==> src/rtl/dtmr_pkg.sv <==
package dtmr_pkg;

  typedef enum logic [1:0] {
    OP_LOAD = 2'd0,
    OP_HOLD = 2'd1,
    OP_RUN  = 2'd2,
    OP_BAD  = 2'd3
  } tmr_op_e;

  localparam int SRC_W     = 3;
  localparam int SRC_FIRST = 4;
  localparam int CTRL_W    = SRC_W + 2;

  localparam int TMR_STRIDE = 16;
  localparam int OFS_DIV    = 'h00;
  localparam int OFS_CNT    = 'h04;
  localparam int OFS_CTRL   = 'h08;
  localparam int OFS_MASK   = 'h48;
  localparam int OFS_ACK    = 'h4C;
  localparam int OFS_STAT   = 'h50;
  localparam int OFS_MSTAT  = 'h54;

endpackage

==> src/rtl/dtmr_chan.sv <==
module dtmr_chan
  import dtmr_pkg::*;
#(
  parameter int DATA_W = 32,
  parameter int N_TICK = 4
) (
  input  logic              clk_i,
  input  logic              rst_ni,
  input  logic              div_we_i,
  input  logic              ctrl_we_i,
  input  logic [DATA_W-1:0] div_wdata_i,
  input  logic [CTRL_W-1:0] ctrl_wdata_i,
  input  logic [N_TICK-1:0] tick_i,
  output logic [DATA_W-1:0] div_o,
  output logic [DATA_W-1:0] cnt_o,
  output logic [CTRL_W-1:0] ctrl_o,
  output logic              expire_o
);

  logic [DATA_W-1:0] div_q, cnt_q;
  logic [CTRL_W-1:0] ctrl_q;
  logic              run_q;
  logic [SRC_W-1:0]  src_q;
  tmr_op_e           op_w;
  logic              ctrl_ok, do_load, tick_sel, step, at_end;

  assign op_w    = tmr_op_e'(ctrl_wdata_i[1:0]);
  assign ctrl_ok = ctrl_we_i && (op_w != OP_BAD);
  assign do_load = ctrl_ok && (op_w == OP_LOAD);
  assign src_q   = ctrl_q[CTRL_W-1:2];

  always_comb begin
    tick_sel = 1'b0;
    for (int k = 0; k < N_TICK; k++) begin
      if (src_q == SRC_W'(SRC_FIRST + k)) tick_sel = tick_i[k];
    end
  end

  // load in the same cycle beats a tick
  assign step   = run_q && tick_sel && !do_load;
  assign at_end = (cnt_q <= DATA_W'(1));

  always_ff @(posedge clk_i or negedge rst_ni) begin
    if (!rst_ni) begin
      div_q  <= '0;
      ctrl_q <= '0;
      run_q  <= 1'b0;
    end else begin
      if (div_we_i) div_q <= div_wdata_i;
      if (ctrl_ok) begin
        ctrl_q <= ctrl_wdata_i;
        if (op_w == OP_HOLD) run_q <= 1'b0;
        if (op_w == OP_RUN)  run_q <= 1'b1;
      end
    end
  end

  always_ff @(posedge clk_i or negedge rst_ni) begin
    if (!rst_ni) begin
      cnt_q <= '0;
    end else if (do_load) begin
      cnt_q <= div_q;
    end else if (step) begin
      cnt_q <= at_end ? div_q : cnt_q - DATA_W'(1);
    end
  end

  assign div_o    = div_q;
  assign cnt_o    = cnt_q;
  assign ctrl_o   = ctrl_q;
  assign expire_o = step && at_end;

endmodule

==> src/rtl/dtmr_irq.sv <==
module dtmr_irq #(
  parameter int NUM_TMR = 2
) (
  input  logic               clk_i,
  input  logic               rst_ni,
  input  logic               mask_we_i,
  input  logic [NUM_TMR-1:0] mask_wdata_i,
  input  logic               ack_we_i,
  input  logic [NUM_TMR-1:0] ack_wdata_i,
  input  logic [NUM_TMR-1:0] expire_i,
  output logic [NUM_TMR-1:0] stat_o,
  output logic [NUM_TMR-1:0] mask_o,
  output logic               irq_o
);

  logic [NUM_TMR-1:0] stat_q, mask_q, clr_w;

  assign clr_w = ack_we_i ? ack_wdata_i : '0;

  always_ff @(posedge clk_i or negedge rst_ni) begin
    if (!rst_ni) begin
      stat_q <= '0;
      mask_q <= '0;
    end else begin
      // a new expiry outranks a simultaneous acknowledge
      stat_q <= (stat_q & ~clr_w) | expire_i;
      if (mask_we_i) mask_q <= mask_wdata_i;
    end
  end

  assign stat_o = stat_q;
  assign mask_o = mask_q;
  assign irq_o  = |(stat_q & mask_q);

endmodule

==> src/rtl/dtmr_rdmux.sv <==
module dtmr_rdmux
  import dtmr_pkg::*;
#(
  parameter int NUM_TMR = 2,
  parameter int DATA_W  = 32,
  parameter int ADDR_W  = 8
) (
  input  logic [ADDR_W-1:0]              addr_i,
  input  logic [NUM_TMR-1:0][DATA_W-1:0] div_i,
  input  logic [NUM_TMR-1:0][DATA_W-1:0] cnt_i,
  input  logic [NUM_TMR-1:0][CTRL_W-1:0] ctrl_i,
  input  logic [NUM_TMR-1:0]             stat_i,
  input  logic [NUM_TMR-1:0]             mask_i,
  output logic [DATA_W-1:0]              rdata_o
);

  always_comb begin
    rdata_o = '0;
    for (int t = 0; t < NUM_TMR; t++) begin
      if (addr_i == ADDR_W'(t*TMR_STRIDE + OFS_DIV))  rdata_o = div_i[t];
      if (addr_i == ADDR_W'(t*TMR_STRIDE + OFS_CNT))  rdata_o = cnt_i[t];
      if (addr_i == ADDR_W'(t*TMR_STRIDE + OFS_CTRL)) rdata_o[CTRL_W-1:0] = ctrl_i[t];
    end
    if (addr_i == ADDR_W'(OFS_MASK))  rdata_o[NUM_TMR-1:0] = mask_i;
    if (addr_i == ADDR_W'(OFS_STAT))  rdata_o[NUM_TMR-1:0] = stat_i;
    if (addr_i == ADDR_W'(OFS_MSTAT)) rdata_o[NUM_TMR-1:0] = stat_i & mask_i;
  end

endmodule

==> src/rtl/dual_timer.sv <==
module dual_timer
  import dtmr_pkg::*;
#(
  parameter int NUM_TMR = 2,
  parameter int DATA_W  = 32,
  parameter int ADDR_W  = 8,
  parameter int N_TICK  = 4
) (
  input  logic              clk_i,
  input  logic              rst_ni,
  input  logic              bus_we_i,
  input  logic [ADDR_W-1:0] bus_addr_i,
  input  logic [DATA_W-1:0] bus_wdata_i,
  output logic [DATA_W-1:0] bus_rdata_o,
  input  logic [N_TICK-1:0] tick_i,
  output logic              irq_o
);

  logic [NUM_TMR-1:0][DATA_W-1:0] div_w, cnt_q;
  logic [NUM_TMR-1:0][CTRL_W-1:0] ctrl_w;
  logic [NUM_TMR-1:0]             expire_w, stat_q, mask_w;
  logic                           mask_we, ack_we;

  assign mask_we = bus_we_i && (bus_addr_i == ADDR_W'(OFS_MASK));
  assign ack_we  = bus_we_i && (bus_addr_i == ADDR_W'(OFS_ACK));

  for (genvar t = 0; t < NUM_TMR; t++) begin : g_chan
    logic div_we, ctrl_we;
    assign div_we  = bus_we_i && (bus_addr_i == ADDR_W'(t*TMR_STRIDE + OFS_DIV));
    assign ctrl_we = bus_we_i && (bus_addr_i == ADDR_W'(t*TMR_STRIDE + OFS_CTRL));

    dtmr_chan #(
      .DATA_W (DATA_W),
      .N_TICK (N_TICK)
    ) u_chan (
      .clk_i        (clk_i),
      .rst_ni       (rst_ni),
      .div_we_i     (div_we),
      .ctrl_we_i    (ctrl_we),
      .div_wdata_i  (bus_wdata_i),
      .ctrl_wdata_i (bus_wdata_i[CTRL_W-1:0]),
      .tick_i       (tick_i),
      .div_o        (div_w[t]),
      .cnt_o        (cnt_q[t]),
      .ctrl_o       (ctrl_w[t]),
      .expire_o     (expire_w[t])
    );
  end

  dtmr_irq #(
    .NUM_TMR (NUM_TMR)
  ) u_irq (
    .clk_i        (clk_i),
    .rst_ni       (rst_ni),
    .mask_we_i    (mask_we),
    .mask_wdata_i (bus_wdata_i[NUM_TMR-1:0]),
    .ack_we_i     (ack_we),
    .ack_wdata_i  (bus_wdata_i[NUM_TMR-1:0]),
    .expire_i     (expire_w),
    .stat_o       (stat_q),
    .mask_o       (mask_w),
    .irq_o        (irq_o)
  );

  dtmr_rdmux #(
    .NUM_TMR (NUM_TMR),
    .DATA_W  (DATA_W),
    .ADDR_W  (ADDR_W)
  ) u_rdmux (
    .addr_i  (bus_addr_i),
    .div_i   (div_w),
    .cnt_i   (cnt_q),
    .ctrl_i  (ctrl_w),
    .stat_i  (stat_q),
    .mask_i  (mask_w),
    .rdata_o (bus_rdata_o)
  );

endmodule

==> config.mk <==
export PLATFORM = sky130hd
export DESIGN_NAME = dual_timer
export DESIGN_NICKNAME = d
export VERILOG_FILES = /design/src/rtl/dtmr_pkg.sv /design/src/rtl/dtmr_chan.sv /design/src/rtl/dtmr_irq.sv /design/src/rtl/dtmr_rdmux.sv /design/src/rtl/dual_timer.sv
export SDC_FILE = /design/constraint.sdc
export NUM_CORES = 1
export LEC_CHECK = 0
export CAP_MARGIN = 10
export CORE_MARGIN = 1
export CORE_UTILIZATION = 50
export DETAILED_ROUTE_END_ITERATION = 16
export PLACE_DENSITY = 0.72
export SYNTH_ARGS = -nofsm -noshare
export SYNTH_HDL_FRONTEND = slang
export SYNTH_SLANG_ARGS = --single-unit
==> constraint.sdc <==
create_clock -name clk_i -period 9.9 [get_ports clk_i]
set_clock_uncertainty 0.2 [all_clocks]
set_input_delay 2.475 -clock clk_i [delete_from_list [all_inputs] [get_ports clk_i]]
set_output_delay 2.475 -clock clk_i [all_outputs]
set_load 0.03 [all_outputs]
# After elaboration in Yosys (flattened, before gate mapping)
# Cells that the tools add are included.
dict set report totals {
  in_bits 47
  ff_bits 144
  wordCells 90
  out_inout_bits 33
}
dict set report op_classes {
  n_eq_ne 20
  bitwise 4
  order_cmp 2
  addsub 2
  n_reduce_logical 26
  n_mux 26
}
# operator count
set op_table {}
lappend op_table {{two-way mux 32 bit} 10}
lappend op_table {{<= comparator 32 x 1 -> 1 bit, second input constant} 2}
lappend op_table {{subtractor 32 x 1 -> 32 bit, second input constant} 2}
lappend op_table {{equality test 8 x 7 -> 1 bit, second input constant} 4}
lappend op_table {{equality test 3 bit, second input constant} 8}
lappend op_table {{equality test 8 x 5 -> 1 bit, second input constant} 3}
lappend op_table {{logical AND 1 bit} 16}
lappend op_table {{two-way mux 1 bit} 10}
lappend op_table {{two-way mux 5 bit} 2}
lappend op_table {{equality test 8 x 3 -> 1 bit, second input constant} 1}
lappend op_table {{equality test 8 x 4 -> 1 bit, second input constant} 1}
lappend op_table {{logical NOT 8 bit} 1}
lappend op_table {{two-way mux 2 bit} 4}
lappend op_table {{nonzero test 2 bit} 3}
lappend op_table {{bitwise AND 2 bit} 2}
lappend op_table {{AND reduction 2 bit} 2}
lappend op_table {{equality test 2 x 1 -> 1 bit, second input constant} 1}
lappend op_table {{equality test 2 bit, second input constant} 1}
lappend op_table {{logical NOT 1 bit} 2}
lappend op_table {{logical NOT 2 bit} 1}
lappend op_table {{inequality test 2 bit, second input constant} 1}
lappend op_table {{NOT 2 bit} 1}
lappend op_table {{OR 2 bit} 1}
lappend op_table {{OR reduction 2 bit} 1}

# Logic depth before layout (Yosys ltp)
dict set report logic_depth {
  depth_word 10
  depth_mapped 11
  depth_no_buf 8
}

# By module
# Synthesis repeated with hierarchy kept, for this count alone.
dict set report hier_totals {
  cells_unflattened 912
  hier_area_um2 9103.7
}
# module area_each_um2 instances seq_area_each_um2 cells_each
set by_module_without_submodules {}
lappend by_module_without_submodules {{dtmr_chan (g_chan[0].u_chan)} 3737.3 1 1751.7 358}
lappend by_module_without_submodules {{dtmr_chan (g_chan[1].u_chan)} 3692.3 1 1751.7 357}
lappend by_module_without_submodules {dtmr_rdmux 1428.9 1 0.0 174}
lappend by_module_without_submodules {dtmr_irq 161.4 1 100.1 11}
lappend by_module_without_submodules {dual_timer 83.8 1 0.0 12}

# Worst setup path after synthesis
# No wires, ideal clock.
dict set report synth_path {
  kind {input-to-output}
  start {input bus_addr_i[5]}
  end {output bus_rdata_o[20]}
  stages 5
  t_arrival_ns 4.434
  n_path_buf 1
  t_required_ns 7.225
  path_slack_ns 2.791
  path_cell_list {or4b_2 nor2_1 clkbuf_1 a222oi_1 a21oi_1}
}
dict set report synth_via {
  elab_chain_cells 5
  elab_cells_between_ends 8
  cone_classes {eq/ne: 3; mux: 4; reduce/logical: 1}
}
# element line_no
set synth_rtl {}
lappend synth_rtl {{from (decl)} dual_timer.sv:12} ;# input logic [ADDR_W-1:0] bus_addr_i,
lappend synth_rtl {{logical NOT 8 bit} dtmr_rdmux.sv:20} ;# if (addr_i == ADDR_W'(t*TMR_STRIDE + OFS_DIV)) rdata_o = div_i[t];
lappend synth_rtl {{two-way mux 32 bit} dtmr_rdmux.sv:20}
lappend synth_rtl {{two-way mux 32 bit} dtmr_rdmux.sv:21} ;# if (addr_i == ADDR_W'(t*TMR_STRIDE + OFS_CNT)) rdata_o = cnt_i[t];
lappend synth_rtl {{two-way mux 32 bit} dtmr_rdmux.sv:20}
lappend synth_rtl {{two-way mux 32 bit (*)} dtmr_rdmux.sv:21}
lappend synth_rtl {{to (decl)} dual_timer.sv:14} ;# output logic [DATA_W-1:0] bus_rdata_o,
# Mark *: on every way between the ends. The rest lies on a longest branch, timed or not.

# Worst setup path in the final report
dict set report layout_path {
  start {input bus_addr_i[3]}
  end {output bus_rdata_o[26]}
}
# Same word-level chain as after synthesis.

==> reports/metrics.cfg <==
[clocking]
cts-resized-gates=0
cts.sinks=144
cts-htree-levels=4
root_buffer=clkbuf_16
cts_setup_buffers=0
clkLatencyLatePin_ns=0.42
clk_pin_slew_worst_paths_ns=0.06
hold_buffers=0
cts_buffers=17
clockBufferDepth=2
cts_tree=yes

[worst_setup_path]
regToRegEndpoint=g_chan[1].u_chan.cnt_o[8]$_DFFE_PN0P_
cp.arrival_ns=5.94
crit_buf_inv=2
critical-path-top-delay-family=simple AND/OR/NAND/NOR gates
cp_max_fo=30
reg2regPathDepth=7
critPathSlowestCell=and3_1
r2r_slack_ns=6.46
cp_cell_sequence=clkdlybuf4s50_1 -> nor3_1 -> and3_1 -> a222oi_1 -> a21oi_1 -> clkdlybuf4s50_1
critPathMaxStageDelay_ns=1.08
timing.rr.start=g_chan[1].u_chan.cnt_o[22]$_DFFE_PN0P_
start_kind=primary input
required_ns=7.23
cp-end-kind=output port
crit_top_cell=clkdlybuf4s50_1
critPathKind=primary input to output port

[floorplanning]
num_io_pins=80
dieArea_sq_um=17100
core_area_sq_um=16100
fp.dieW_um=131
start_util=0.516
row_count=46
die_h_um=131

[yosys]
syn_area_sq_um=8280
ys_ff_latch=144
netlist_instances=885
synth.top_cells.by_area=dfrtp_1 43%, mux2_2 9.7%, a21oi_1 4.2%
yosysMostFrequentCell=dfrtp_1
synth_top_area_cell=dfrtp_1
synth_warnings=0
async_flop_share=1.00
ys_top_cells_by_count=144 x dfrtp_1, 89 x nor2_1, 87 x nand2_1
synth-edff-count=0
avgSynthCellArea_sq_um=9.36
synth_seq_area_share=0.435
ys.flop_type=dfrtp_1
synth_top_area_share=0.435
synth_cell_types=70
synth_nets=939

[run]
maxCapViolations=0

[timing]
drv_slew=0
setup_tns_ns=0
fin_crit_ns=8.61
worst_pin_slew_ns=1.25
hold_violations=0
finalSetupViolations=0
fmax_mhz=116
max_slew_margin=0.167
timing.hold.ws_ns=0.310
rsz0062_at_grt=no
finalCritPeriodShare=0.870

[global_route]
met2_usage=0.481
grtUsageMet3=0.103
grt_util_met1=0.501
grt_max_degree=97
grt_antenna_before_repair=0
grt_most_used_layer=met1
grt_usage=0.339
grt_pass1_vias=7427
gr-total-overflow=0
grt_pass1_wl_um=43200

[routing]
post-route-drc-count=0
drt-total-wl_um=27500
drt_iter0_markers=1283
dr.pass1.iters=7
viasPerCell=6.83
vias=8044
routedWlPerCell_um=23.4
ant_nets=0

[layout]
finalNetCount=1003
drive_gt1_frac=0.138
fillerInstances=1363
finalNonFillerCells=1178
final_util=0.614
syn_to_final_growth_pct=19.1
diodes=0

[placed_design]
place_congestion=0.970
placed_cells=1145
port_buffers=79
dp_hpwl_um=19800

[power]
pwr_density_cell_nw_per_um2=139
finalPower_uw=1370
ir_drop_mv=0.131
leakagePower_uw=0.00432

[worst_hold_path]
holdPathStages=2
hold_path_class=flop to flop
holdCritStartpoint=g_chan[0].u_chan.div_o[6]$_DFFE_PN0P_
min_to=g_chan[0].u_chan.cnt_o[6]$_DFFE_PN0P_

[run_status]
status=finished clean

-- state kept, by name, summed over array words and instances, names as in the netlist --
signal	flops
g_chan.u_chan.div_o	64
u_irq.mask_o	2
g_chan.u_chan.ctrl_o	10
g_chan.u_chan.run_q	2
g_chan.u_chan.cnt_o	64
u_irq.stat_o	2
-- layout make-up --
class,instances,area [sq um],share of cell area
multi-input cells,679,4430,0.449
flip-flops and latches,144,3600,0.365
repair buffers,93,901,0.0913
clock buffers,20,457,0.0463
well taps,216,270,0.0274
clock inverters,12,149,0.0151
inverters,14,52.6,0.00533
-- tightest hold or removal path, cell delays in order, from the launching register on --
cell,delay [ns]
dfrtp_1,0.37
nand2_1,0.05
o21ai_0,0.06
-- per-stage QoR --
stage / setup WS [ns] / area (sq um)
6_report: 1.29 / 9860
5_1_grt: 1.11 / 9860
4_1_cts: 1.45 / 9850
3_5_place_dp: 1.45 / 9250
3_3_place_gp: 1.53 / 9250
2_1_floorplan: 2.79 / 8280
-- worst max-delay path by stage --
| stage | startpoint | endpoint | cells after the start |
|---|---|---|---|
| detailed placement | bus_addr_i[3] | bus_rdata_o[27] | 6 |
| CTS | bus_addr_i[3] | bus_rdata_o[26] | 6 |
| global placement | bus_addr_i[3] | bus_rdata_o[31] | 6 |
| finish | bus_addr_i[3] | bus_rdata_o[26] | 6 |
| global route | bus_addr_i[3] | bus_rdata_o[28] | 6 |
| floorplan | bus_addr_i[5] | bus_rdata_o[20] | 5 |
-- routing by layer --
metal,vias up,share of wire
li1,3547,-
met1,3892,0.43
met2,545,0.43
met3,60,0.12
met4,0,0.021
met5,-,0
-- where the power goes --
group          total (uW)  switching, uW  internal, uW
combinational        78.7           41.4          37.3
clock                 658            267           391
sequential            631           24.4           607
total                1370            332          1040
-- cell families after synthesis --
logic type	synth area share
flops	0.435
compound gates	0.217
fa+ha+maj	0.0106
buf+inv	0.0307
simple gates	0.197
mux	0.106
xor+xnor	0.00317
-- layout by cell type (no fill, tap or decap), types with 13 or more instances in the layout --
master	netlist	layout
buf_4	0	13
o21ai_0	46	46
a21oi_1	69	69
nand2_1	87	87
a22oi_1	22	22
nor2_1	89	87
clkdlybuf4s50_1	0	78
nand3_1	33	33
clkbuf_16	0	17
a222oi_1	20	20
dfrtp_1	144	144
inv_1	14	14
nor4_1	20	20
mux2_2	71	71
nor3_1	34	34
Power figures use the tool's default switching activity.
